File: config.mk
export PLATFORM = sky130hd
export DESIGN_NAME = pipe_rdy_irq
export DESIGN_NICKNAME = d
export VERILOG_FILES = /design/src/rtl/pipe_rdy_pkg.sv /design/src/rtl/pipe_rdy_evt.sv /design/src/rtl/pipe_rdy_buf.sv /design/src/rtl/pipe_rdy_pulse.sv /design/src/rtl/pipe_rdy_irq.sv
export SDC_FILE = /design/constraint.sdc
export NUM_CORES = 1
export LEC_CHECK = 0
export BUFFER_PORTS_ARGS = -buffer_cell sky130_fd_sc_hd__buf_2
export CAP_MARGIN = 20
export CORE_MARGIN = 2
export CORE_UTILIZATION = 53
export DETAILED_ROUTE_END_ITERATION = 16
export HOLD_SLACK_MARGIN = 0.1
export PLACE_DENSITY = 0.89
export SYNTH_ARGS = -nofsm -noshare
export SYNTH_HDL_FRONTEND = slang
export SYNTH_SLANG_ARGS = --single-unit
File: constraint.sdc
create_clock -name clk -period 3.3 [get_ports clk]
set_input_delay 0.495 -clock clk [delete_from_list [all_inputs] [get_ports clk]]
set_output_delay 0.495 -clock clk [all_outputs]
set_load 0.02 [all_outputs]
File: src/rtl/pipe_rdy_pkg.sv
package pipe_rdy_pkg;
  localparam int NUM_BUF = 2;

  typedef enum logic [1:0] {
    BUF_EMPTY = 2'd0,
    BUF_FILL  = 2'd1,
    BUF_READY = 2'd2
  } buf_st_e;

  // State-update actions decoded for one cycle
  typedef struct packed {
    logic flush;      // empty everything, pointers home
    logic bus_clr;    // empty the bus-side buffer
    logic bus_fill;   // bus-side buffer takes a packet, not yet complete
    logic bus_ready;  // bus-side buffer completes (receive)
    logic bus_free;   // bus-side buffer sent (transmit)
    logic bus_last;   // completion ended on short packet or count end
    logic cpu_free;   // CPU-side buffer read or cleared (receive)
    logic cpu_ready;  // CPU-side buffer made ready (transmit)
  } act_t;
endpackage

File: src/rtl/pipe_rdy_evt.sv
module pipe_rdy_evt
  import pipe_rdy_pkg::*;
#(
  parameter int PKT_PER_BUF = 2,
  parameter int CNT_W       = 2
) (
  input  logic                  cfg_tx,
  input  logic                  cfg_dbl,
  input  logic                  cfg_read_end,
  input  logic                  cfg_cont,
  input  logic                  cfg_ctrl,
  input  logic                  prev_tx,
  input  logic                  rx_pkt,
  input  logic                  rx_short,
  input  logic                  rx_zlp,
  input  logic                  xfer_end,
  input  logic                  tx_done,
  input  logic                  cpu_rd_done,
  input  logic                  cpu_wr_full,
  input  logic                  cmd_cpu_clr,
  input  logic                  cmd_flush_all,
  input  logic                  cmd_bus_clr,
  input  logic                  cmd_swap,
  input  logic                  cmd_commit,
  input  logic                  dma_done,
  input  buf_st_e [NUM_BUF-1:0] st_q,
  input  logic    [NUM_BUF-1:0] last_q,
  input  logic                  bus_ptr,
  input  logic                  cpu_ptr,
  input  logic [CNT_W-1:0]      cnt_q,
  output act_t                  act,
  output logic                  eff_dbl,
  output logic                  irq_req
);
  logic    rx, rx_ok, pkt_full, rx_end, cnt_only, swap_ok, rd_ok, txd_ok, mk_ok;
  logic    any_ready, rx_norm, tx_en, bus_cmp, last_cpu;
  logic    irq_rx1, irq_rx2, irq_rc, irq_tx;
  buf_st_e st_bus, st_bus_oth, st_cpu, st_cpu_oth;

  assign eff_dbl    = cfg_dbl & ~cfg_ctrl;
  assign rx         = ~cfg_tx;
  assign st_bus     = st_q[bus_ptr];
  assign st_bus_oth = st_q[~bus_ptr];
  assign st_cpu     = st_q[cpu_ptr];
  assign st_cpu_oth = st_q[~cpu_ptr];
  assign last_cpu   = last_q[cpu_ptr];
  assign any_ready  = (st_q[0] == BUF_READY) | (st_q[1] == BUF_READY);

  // receive side
  assign rx_ok    = rx & rx_pkt & (st_bus != BUF_READY);
  assign pkt_full = cfg_cont ? (cnt_q == CNT_W'(PKT_PER_BUF - 1)) : 1'b1;
  assign rx_end   = rx_ok & (rx_short | rx_zlp | pkt_full | xfer_end);
  assign cnt_only = rx & ~rx_pkt & xfer_end & (st_bus == BUF_FILL);
  assign swap_ok  = rx & cmd_swap & eff_dbl & cfg_cont & ~rx_pkt & (st_bus == BUF_FILL);
  assign bus_cmp  = rx_end | cnt_only;
  assign rd_ok    = rx & (cpu_rd_done | cmd_cpu_clr) & (st_cpu == BUF_READY);

  // transmit side
  assign txd_ok = cfg_tx & tx_done & (st_bus == BUF_READY);
  assign mk_ok  = cfg_tx & (cpu_wr_full | cmd_commit | dma_done) & (st_cpu != BUF_READY);

  always_comb begin
    act           = '0;
    act.flush     = cmd_flush_all;
    act.bus_clr   = cmd_bus_clr;
    act.bus_fill  = rx_ok & ~rx_end;
    act.bus_ready = bus_cmp | swap_ok;
    act.bus_free  = txd_ok;
    act.bus_last  = (rx_short & ~rx_zlp) | xfer_end;
    act.cpu_free  = rd_ok;
    act.cpu_ready = mk_ok;
  end

  // interrupt qualification
  assign rx_norm = rx & ~cfg_read_end;
  assign tx_en   = cfg_tx & ~cfg_ctrl & ~cfg_read_end;
  assign irq_rx1 = rx_norm & ~eff_dbl & bus_cmp;
  assign irq_rx2 = rx_norm & eff_dbl &
                   ((bus_cmp & (st_bus_oth != BUF_READY)) |
                    (rd_ok & (st_cpu_oth == BUF_READY)) | swap_ok);
  assign irq_rc  = rx & cfg_read_end & ((rx_ok & rx_zlp) | (rd_ok & last_cpu));
  assign irq_tx  = tx_en & (~prev_tx | (~eff_dbl & txd_ok) |
                   (eff_dbl & mk_ok & (st_cpu_oth != BUF_READY)) |
                   (cmd_flush_all & any_ready) |
                   (cmd_bus_clr & (st_bus == BUF_READY)));
  assign irq_req = irq_rx1 | irq_rx2 | irq_rc | irq_tx;
endmodule

File: src/rtl/pipe_rdy_buf.sv
module pipe_rdy_buf
  import pipe_rdy_pkg::*;
#(
  parameter int PKT_PER_BUF = 2,
  parameter int CNT_W       = 2
) (
  input  logic                  clk,
  input  logic                  rst_n,
  input  act_t                  act,
  input  logic                  eff_dbl,
  output buf_st_e [NUM_BUF-1:0] st_q,
  output logic    [NUM_BUF-1:0] last_q,
  output logic                  bus_ptr,
  output logic                  cpu_ptr,
  output logic [CNT_W-1:0]      cnt_q
);
  for (genvar i = 0; i < NUM_BUF; i++) begin : g_buf
    buf_st_e st_r;
    logic    last_r, on_bus, on_cpu;
    assign on_bus    = (bus_ptr == 1'(i));
    assign on_cpu    = (cpu_ptr == 1'(i));
    assign st_q[i]   = st_r;
    assign last_q[i] = last_r;

    always_ff @(posedge clk) begin
      if (!rst_n || act.flush) begin
        st_r   <= BUF_EMPTY;
        last_r <= 1'b0;
      end else if (on_cpu && act.cpu_free) begin
        st_r <= BUF_EMPTY;
      end else if (on_cpu && act.cpu_ready) begin
        st_r <= BUF_READY;
      end else if (on_bus && act.bus_clr) begin
        st_r <= BUF_EMPTY;
      end else if (on_bus && act.bus_ready) begin
        st_r   <= BUF_READY;
        last_r <= act.bus_last;
      end else if (on_bus && act.bus_fill) begin
        st_r <= BUF_FILL;
      end else if (on_bus && act.bus_free) begin
        st_r <= BUF_EMPTY;
      end
    end
  end

  always_ff @(posedge clk) begin
    if (!rst_n || act.flush) begin
      bus_ptr <= 1'b0;
      cpu_ptr <= 1'b0;
      cnt_q   <= '0;
    end else begin
      if (eff_dbl && !act.bus_clr && (act.bus_ready || act.bus_free)) bus_ptr <= ~bus_ptr;
      if (eff_dbl && (act.cpu_free || act.cpu_ready)) cpu_ptr <= ~cpu_ptr;
      if (act.bus_clr || act.bus_ready) cnt_q <= '0;
      else if (act.bus_fill) cnt_q <= cnt_q + 1'b1;
    end
  end

  AST_CNT_RANGE: assert property (@(posedge clk) disable iff (!rst_n)
    cnt_q < CNT_W'(PKT_PER_BUF)) else $error("fill count out of range");
endmodule

File: src/rtl/pipe_rdy_pulse.sv
module pipe_rdy_pulse (
  input  logic clk,
  input  logic rst_n,
  input  logic irq_req,
  input  logic irq_clr,
  output logic irq_pulse,
  output logic irq_sts
);
  always_ff @(posedge clk) begin
    if (!rst_n) begin
      irq_pulse <= 1'b0;
      irq_sts   <= 1'b0;
    end else begin
      irq_pulse <= irq_req;
      irq_sts   <= irq_req | (irq_sts & ~irq_clr);
    end
  end

  AST_STS_HOLD: assert property (@(posedge clk) disable iff (!rst_n)
    (irq_sts && !irq_clr) |=> irq_sts) else $error("status dropped");
  AST_STS_CLEAR: assert property (@(posedge clk) disable iff (!rst_n)
    (irq_clr && !irq_req) |=> !irq_sts) else $error("status not cleared");
endmodule

File: src/rtl/pipe_rdy_irq.sv
module pipe_rdy_irq
  import pipe_rdy_pkg::*;
#(
  parameter int PKT_PER_BUF = 2
) (
  input  logic       clk,
  input  logic       rst_n,
  input  logic       cfg_tx,
  input  logic       cfg_dbl,
  input  logic       cfg_read_end,
  input  logic       cfg_cont,
  input  logic       cfg_ctrl,
  input  logic       rx_pkt,
  input  logic       rx_short,
  input  logic       rx_zlp,
  input  logic       xfer_end,
  input  logic       tx_done,
  input  logic       cpu_rd_done,
  input  logic       cpu_wr_full,
  input  logic       cmd_cpu_clr,
  input  logic       cmd_flush_all,
  input  logic       cmd_bus_clr,
  input  logic       cmd_swap,
  input  logic       cmd_commit,
  input  logic       dma_done,
  input  logic       irq_clr,
  output logic       irq_pulse,
  output logic       irq_sts,
  output logic [1:0] buf0_st,
  output logic [1:0] buf1_st,
  output logic       bus_ptr,
  output logic       cpu_ptr
);
  localparam int CNT_W = $clog2(PKT_PER_BUF + 1);

  act_t                  act;
  logic                  eff_dbl, irq_req, prev_tx;
  buf_st_e [NUM_BUF-1:0] st_q;
  logic    [NUM_BUF-1:0] last_q;
  logic [CNT_W-1:0]      cnt_q;

  always_ff @(posedge clk) begin
    if (!rst_n) prev_tx <= 1'b0;
    else        prev_tx <= cfg_tx;
  end

  pipe_rdy_evt #(.PKT_PER_BUF(PKT_PER_BUF), .CNT_W(CNT_W)) i_evt (
    .cfg_tx(cfg_tx), .cfg_dbl(cfg_dbl), .cfg_read_end(cfg_read_end),
    .cfg_cont(cfg_cont), .cfg_ctrl(cfg_ctrl), .prev_tx(prev_tx),
    .rx_pkt(rx_pkt), .rx_short(rx_short), .rx_zlp(rx_zlp), .xfer_end(xfer_end),
    .tx_done(tx_done), .cpu_rd_done(cpu_rd_done), .cpu_wr_full(cpu_wr_full),
    .cmd_cpu_clr(cmd_cpu_clr), .cmd_flush_all(cmd_flush_all),
    .cmd_bus_clr(cmd_bus_clr), .cmd_swap(cmd_swap), .cmd_commit(cmd_commit),
    .dma_done(dma_done), .st_q(st_q), .last_q(last_q), .bus_ptr(bus_ptr),
    .cpu_ptr(cpu_ptr), .cnt_q(cnt_q), .act(act), .eff_dbl(eff_dbl),
    .irq_req(irq_req)
  );

  pipe_rdy_buf #(.PKT_PER_BUF(PKT_PER_BUF), .CNT_W(CNT_W)) i_buf (
    .clk(clk), .rst_n(rst_n), .act(act), .eff_dbl(eff_dbl), .st_q(st_q),
    .last_q(last_q), .bus_ptr(bus_ptr), .cpu_ptr(cpu_ptr), .cnt_q(cnt_q)
  );

  pipe_rdy_pulse i_pulse (
    .clk(clk), .rst_n(rst_n), .irq_req(irq_req), .irq_clr(irq_clr),
    .irq_pulse(irq_pulse), .irq_sts(irq_sts)
  );

  assign buf0_st = st_q[0];
  assign buf1_st = st_q[1];

  AST_CTRL_TX_QUIET: assert property (@(posedge clk) disable iff (!rst_n)
    (cfg_tx && cfg_ctrl) |=> !irq_pulse) else $error("control pipe tx irq");
  AST_RDEND_TX_QUIET: assert property (@(posedge clk) disable iff (!rst_n)
    (cfg_tx && cfg_read_end) |=> !irq_pulse) else $error("read-end tx irq");
  AST_PULSE_SETS_STS: assert property (@(posedge clk) disable iff (!rst_n)
    irq_pulse |-> irq_sts) else $error("pulse without status");
  AST_SINGLE_NO_B1: assert property (@(posedge clk) disable iff (!rst_n)
    (cfg_ctrl && !bus_ptr && !cpu_ptr) |=> (!bus_ptr && !cpu_ptr)) else $error("ctrl pipe used second buffer");
endmodule

### After elaboration in Yosys (flattened, before gate mapping)

Cells that the tools add are included.

* $add $sub $neg: 1
* $lt $le $gt $ge: 4
* equality and inequality tests: 11
* reduce and logical (&&, ||, !) cells: 32
* mux-type cells: 21
* bitwise gates (word level): 78

Operators with widths (number)
* $and 1x1->1: 40
* $mux 2: 18
* $or 1x1->1: 21
* $not 1->1: 17
* $logic_and 1x1->1: 15
* $eq 2x2->1 const B: 5
* $reduce_bool 5->1: 2
* $reduce_or 5->1: 2
* $lt 1x2->1 const B: 4
* $ne 2x2->1 const B: 4
* $reduce_and 4->1: 2
* $reduce_or 2->1: 3
* $eq 2x1->1 const B: 2
* $logic_or 1x1->1: 4
* $reduce_bool 2->1: 2
* $mux 1: 3
* $add 2x1->2 const B: 1
* $logic_not 1->1: 2

* register bits after elaboration: 13
* input bits: 21
* output and inout port bits: 8

### Logic depth before layout (Yosys ltp)

* word-level depth: 14
* gate-level depth with buffers: 7
* gate-level depth less buffers: 6

### Hierarchy

A second synthesis with hierarchy kept.

* cell total of the unflattened synthesis: 120
* area, all modules: 982.2 µm²

Modules (own cells, without submodules)
* pipe_rdy_buf: area an instance 498.0 µm², cells an instance 59, instances 1, seq. area each 200.2 µm²
* pipe_rdy_evt: area an instance 390.4 µm², cells an instance 54, instances 1, seq. area each 0.0 µm²
* pipe_rdy_pulse: area an instance 67.6 µm², cells an instance 5, instances 1, seq. area each 40.0 µm²
* pipe_rdy_irq: area an instance 26.3 µm², cells an instance 2, instances 1, seq. area each 20.0 µm²

### Worst setup path after synthesis

Ideal clock, no wire load.

* path kind: register to register
* start: register i_buf.g_buf[0].st_r[1]
* end: register i_buf.g_buf[1].st_r[1]
* path buffers: 0
* required time: 3.209 ns
* cell stages (with the launch flop): 6
* period minus slack after synthesis: 1.708 ns
* slack: 1.592 ns
* arrival: 1.617 ns
* library setup time: 0.091 ns
* cell sequence: dfxtp_1 -> or3b_4 -> and2_4 -> a311oi_1 -> o21ai_1 -> a311oi_1

* cells in the longest elaborated chain, start to end: 12

Ends and longest elaborated chain
* start, declared: line pipe_rdy_buf.sv:18 `buf_st_e st_r;`
* start signal, assigned: line pipe_rdy_buf.sv:27 `st_r <= BUF_EMPTY;`
* start signal, assigned: line pipe_rdy_buf.sv:30 `st_r <= BUF_EMPTY;`
* start signal, assigned: line pipe_rdy_buf.sv:32 `st_r <= BUF_READY;`
* $mux 2 (implied by the code) (2 in series): line pipe_rdy_evt.sv:42 `assign st_bus = st_q[bus_ptr];`
* $ne 2x2->1: line pipe_rdy_evt.sv:50 `assign rx_ok = rx & rx_pkt & (st_bus != BUF_READY);`
* $and 1x1->1: line pipe_rdy_evt.sv:50
* $and 1x1->1: line pipe_rdy_evt.sv:52 `assign rx_end = rx_ok & (rx_short | rx_zlp | pkt_full | xfer_end);`
* $not 1->1: line pipe_rdy_evt.sv:66 `act.bus_fill = rx_ok & ~rx_end;`
* $and 1x1->1: line pipe_rdy_evt.sv:66
* $logic_and 1x1->1: line pipe_rdy_buf.sv:38 `end else if (on_bus && act.bus_fill) begin`
* $mux 2: line pipe_rdy_buf.sv:38
* $mux 2: line pipe_rdy_buf.sv:35 `end else if (on_bus && act.bus_ready) begin`
* $mux 2: line pipe_rdy_buf.sv:33 `end else if (on_bus && act.bus_clr) begin`
* $mux 2: line pipe_rdy_buf.sv:31 `end else if (on_cpu && act.cpu_ready) begin`
* end signal, assigned: line pipe_rdy_buf.sv:32
* end signal, assigned: line pipe_rdy_buf.sv:34 `st_r <= BUF_EMPTY;`
* end signal, assigned: line pipe_rdy_buf.sv:36 `st_r <= BUF_READY;`
* end, declared: line pipe_rdy_buf.sv:18

Several ways; a longest one is shown, not always the timed one. The select of a mux whose other input is x is not followed.
A chain may end at the register's enable or synchronous reset.

### Worst setup path in the final report

* start: register i_buf.bus_ptr
* end: register i_buf.g_buf[1].st_r[1]

* cells in the longest elaborated chain, start to end: 12

Ends and longest elaborated chain
* start, declared: line pipe_rdy_buf.sv:13 `output logic bus_ptr,`
* start signal, assigned: line pipe_rdy_buf.sv:52 `if (eff_dbl && !act.bus_clr && (act.bus_ready || act.bus_free)) bus_ptr <= ~bus_ptr;`
* $mux 2 (implied by the code) (2 in series): line pipe_rdy_evt.sv:42
* $ne 2x2->1: line pipe_rdy_evt.sv:50
* $and 1x1->1: line pipe_rdy_evt.sv:50
* $and 1x1->1: line pipe_rdy_evt.sv:52
* $not 1->1: line pipe_rdy_evt.sv:66
* $and 1x1->1: line pipe_rdy_evt.sv:66
* $logic_and 1x1->1: line pipe_rdy_buf.sv:38
* $mux 2: line pipe_rdy_buf.sv:38
* $mux 2: line pipe_rdy_buf.sv:35
* $mux 2: line pipe_rdy_buf.sv:33
* $mux 2: line pipe_rdy_buf.sv:31

Several ways; a longest one is shown, not always the timed one. The select of a mux whose other input is x is not followed.

==> reports/qor.yml <==
synth.yosys.seq_area_share_pct: 27.7
timing.critical_path.from: "i_buf.bus_ptr"
worst_slew_margin_rel_pct: 67.4
worstMarginPinSlew_ps: 485
floorplan.initialDensity_pct: 55.6
outcome: "finished clean"
numClockSinks: 13
share_clk_of_total_power_pct: 30.1
firstDrtPassIters: 5
synth_enable_flop_cells: 0
mapped_cell_area_sq_um: 940
grt_antenna_before_repair: 0
cts_made_buffers: 3
row_count: 15
most_frequent_cp_cell: "sky130_fd_sc_hd__a311oi_1"
timing.final.crit_share_pct: 56.7
post_synth_fa_ha_maj_area_fraction_pct: 1.33
worst_skew_pair.late_latency_ps: 280
synthesis.nets: 139
grt_setup_unrepaired: "false"
met3WireLength_um: 264
drc: 0
routedLengthMet1_um: 1080
clk_path_buf_depth: 2
internal_power_w: 0.000234
topRoutingLayerUsed: "met4"
dp.final_hpwl_um: 1960
cp_top_family: "compound AO/OA/AOI/OAI gates"
critPathCaptureType: "flip-flop"
worstSetupPathType: "reg2reg"
timing.final.hold_violations: 0
power_switching_share_pct: 30.5
worst_r2r_startpoint: "i_buf.bus_ptr"
cts_root_buf: "sky130_fd_sc_hd__clkbuf_4"
grt_pass1_vias: 910
core_region_area_sq_um: 1690
timing.hold.worst.class: "in2reg"
min_delay_worst_endpoint: "i_pulse.irq_sts"
timing.fmax_mhz: 535
io_buffers: 28
timing_max_transition_violations_final: 0
layout_min_cycle_time_ps: 1870
synth-async-reset-ratio_pct: 0
ctsHtreeMaxLevel: 1
gp_congestion: 0.899
fill_cells: 142
post_synth_mux_area_share_pct: 1.07
num_vias: 1030
synthCells: 117
ys_ff_latch: 13
peakVddDrop_mv: 0.203
final_nets: 167
met2WireLength_um: 1150
seq_power_share_pct: 48.8
finalWirelength_um: 2530
dr_iter_0_viols: 84
wire_length_of_the_first_global_routing_pass_um: 4050
slack_of_the_worst_reg_to_reg_path_ps: 1430
drt.antenna.violating_nets: 0
grt_remaining_overflow: 0
crit_arrival_ps: 2060
series_of_cell_instances_along_the_critical_path: "or3b_4 > and2_4 > a311oi_1 > o21ai_1 > a311oi_1"
detail_route.wl_per_cell_um: 15.7
slowest_stage: "sky130_fd_sc_hd__or3b_4"
drt-vias-per-instance: 6.40
cts_repair_resize_count: 0
crit_path_max_fanout: 15
cts_tree: "yes"
chipHeight_um: 46.1
synth_top_family_by_area: "simple AND/OR/NAND/NOR gates"
synth_compound_area_share_pct: 29.0
worst_r2r_path_depth: 5
post_route_cells_drive_above_1_share_pct: 29.2
synth_flop_cell: "sky130_fd_sc_hd__dfxtp_1"
hold_depth: 2
hold_ws_ps: 400
clk_pin_slew_worst_paths_ps: 90
power.leakage_nw: 0.428
critPathLaunchType: "flip-flop"
area_growth_pct: 17.2
yosysUniqueCellTypes: 48
share_comb_of_total_power_pct: 21.1
finalSetupViolCount: 0
postCtsSetupRepairBufs: 0
cts-hold-fix-buffers: 0
switchingPower_w: 0.000103
drv.max_cap_violation_count: 0
i_o_pin_count: 29
yosysWarningCount: 0
fin_skew_ps: 7.62
num_antenna_cells: 0
power.density_cell_area_nw_per_um2: 306
sum_of_buffers_and_inverters_on_the_critical_path: 0
critical_path_required_ps: 3490
global_route.usage.total_pct: 26.6
dieWidth_um: 46.1
fin_tns_setup_ps: 0
crit_path_max_incr_delay_ps: 470
synthSimpleGateAreaFrac_pct: 34.6
fp.dieArea_sq_um: 2130
post_synth_xor_area_fraction_pct: 0.932
grt_max_degree: 18
synth.avg_cell_area_sq_um: 8.03
hold_start: "irq_clr"
rr_endpoint: "i_buf.g_buf[1].st_r[1]"
## sequential cells by signal, indices dropped and copies added (netlist names)
name and cells:
i_buf.cpu_ptr 1, i_pulse.irq_pulse 1, i_buf.g_buf.last_r 2, i_buf.g_buf.st_r 4, i_buf.bus_ptr 1, prev_tx 1, i_pulse.irq_sts 1, i_buf.cnt_q 2
## cells by family (layout without fill, tap and decap cells)
group / count (synthesis) / count (layout)
AO/OA/AOI/OAI: 37 / 37
XOR/XNOR: 1 / 1
flip-flops: 13 / 13
AND/OR/NAND/NOR: 53 / 53
buffers and inverters: 11 / 38
multiplexers: 1 / 1
adder cells (fa/ha/maj): 1 / 1
## Yosys cell counts (2+ instances only)
cell type | number | area share, %
sky130_fd_sc_hd__dfxtp_1 | 13 | 28
sky130_fd_sc_hd__a21oi_1 | 8 | 4.3
sky130_fd_sc_hd__nand2_1 | 8 | 3.2
sky130_fd_sc_hd__nor2_1 | 7 | 2.8
sky130_fd_sc_hd__inv_1 | 6 | 2.4
sky130_fd_sc_hd__nor2b_1 | 5 | 3.3
sky130_fd_sc_hd__a311oi_1 | 4 | 3.7
sky130_fd_sc_hd__nand2b_1 | 4 | 2.7
sky130_fd_sc_hd__nand3_1 | 4 | 2.1
sky130_fd_sc_hd__nand3b_1 | 4 | 3.2
sky130_fd_sc_hd__a211oi_1 | 3 | 2.4
sky130_fd_sc_hd__clkbuf_1 | 3 | 1.2
sky130_fd_sc_hd__nor4_1 | 3 | 2.0
sky130_fd_sc_hd__o2111ai_1 | 3 | 2.8
sky130_fd_sc_hd__o21ai_0 | 3 | 1.6
sky130_fd_sc_hd__a31oi_1 | 2 | 1.3
sky130_fd_sc_hd__and3_1 | 2 | 1.3
sky130_fd_sc_hd__nand4_1 | 2 | 1.3
sky130_fd_sc_hd__nand4b_1 | 2 | 1.9
sky130_fd_sc_hd__nor3_1 | 2 | 1.1
sky130_fd_sc_hd__o41ai_1 | 2 | 1.9
## worst max path at each step
| stage | to | depth (start not counted) | slack, ps |
|---|---|---|---|
| after floorplan | i_buf.g_buf[1].st_r[1] | 5 | 1590 |
| after global placement | i_buf.cnt_q[1] | 6 | 1460 |
| after detailed placement | i_buf.cnt_q[1] | 6 | 1390 |
| after CTS | i_buf.g_buf[1].st_r[1] | 5 | 1440 |
| after global routing | i_buf.g_buf[1].st_r[1] | 5 | 1260 |
| final | i_buf.g_buf[1].st_r[1] | 5 | 1430 |
## per-layer routing
layer	vias to the layer above	track usage, %
met4	0	4.57
met3	8	5.88
met5	-	0
li1	502	-
met1	461	37.0
met2	59	42.2
## final cells by class
| type | count | area (sq um) | area share, % |
|---|---|---|---|
| Multi-Input combinational cell | 93 | 629 | 57.2 |
| Sequential cell | 13 | 260 | 23.6 |
| Timing Repair Buffer | 28 | 140 | 12.7 |
| Clock buffer | 3 | 22.5 | 2.05 |
| Inverter | 6 | 22.5 | 2.05 |
| Tap cell | 17 | 21.3 | 1.93 |
| Clock inverter | 1 | 5.00 | 0.455 |
## cells in the final DEF (no fill, tap or decap), drive strengths merged, types with 2 or more instances in the layout
cell      n
nor2b     5
o2111ai   3
o41ai     2
nor3      2
nand2     8
a311oi    4
inv       6
a21oi     9
and3      2
nand4b    2
buf      28
a211oi    3
dfxtp    13
nand2b    4
nand3     4
nand3b    4
and2      2
nor4      4
clkbuf    3
o21ai     4
nor2      7
nand4     2
or3b      3
a31oi     2
## worst reg2reg max path, delay by kind of cell (launching register included)
family | cells | cell delay [ps]
AO/OA/AOI/OAI | 3 | 680
AND/OR/NAND/NOR | 2 | 650
flip-flops | 1 | 450
## power by group through the flow
stage | Combinational (W) | Sequential [W] | Clock (W)
finish | 0.0000712 | 0.000164 | 0.000102
global route | 0.0000782 | 0.000165 | 0.000110
CTS | 0.0000698 | 0.000164 | 0.000104
detailed placement | 0.0000694 | 0.000168 | 0
global placement | 0.0000682 | 0.000168 | 0
floorplan | 0.0000400 | 0.000171 | 0
## metrics by stage
stage,total power [W],util [%],instances,setup slack [ps],instance area (sq um)
global route,0.000353,65.2,161,1260,1100
global placement,0.000236,63.6,157,1460,1070
CTS,0.000339,65.2,161,1440,1100
finish,0.000337,65.2,161,1430,1100
detailed placement,0.000237,63.6,157,1390,1070
floorplan,0.000211,-,117,1590,940
Power figures use the tool's default switching activity.
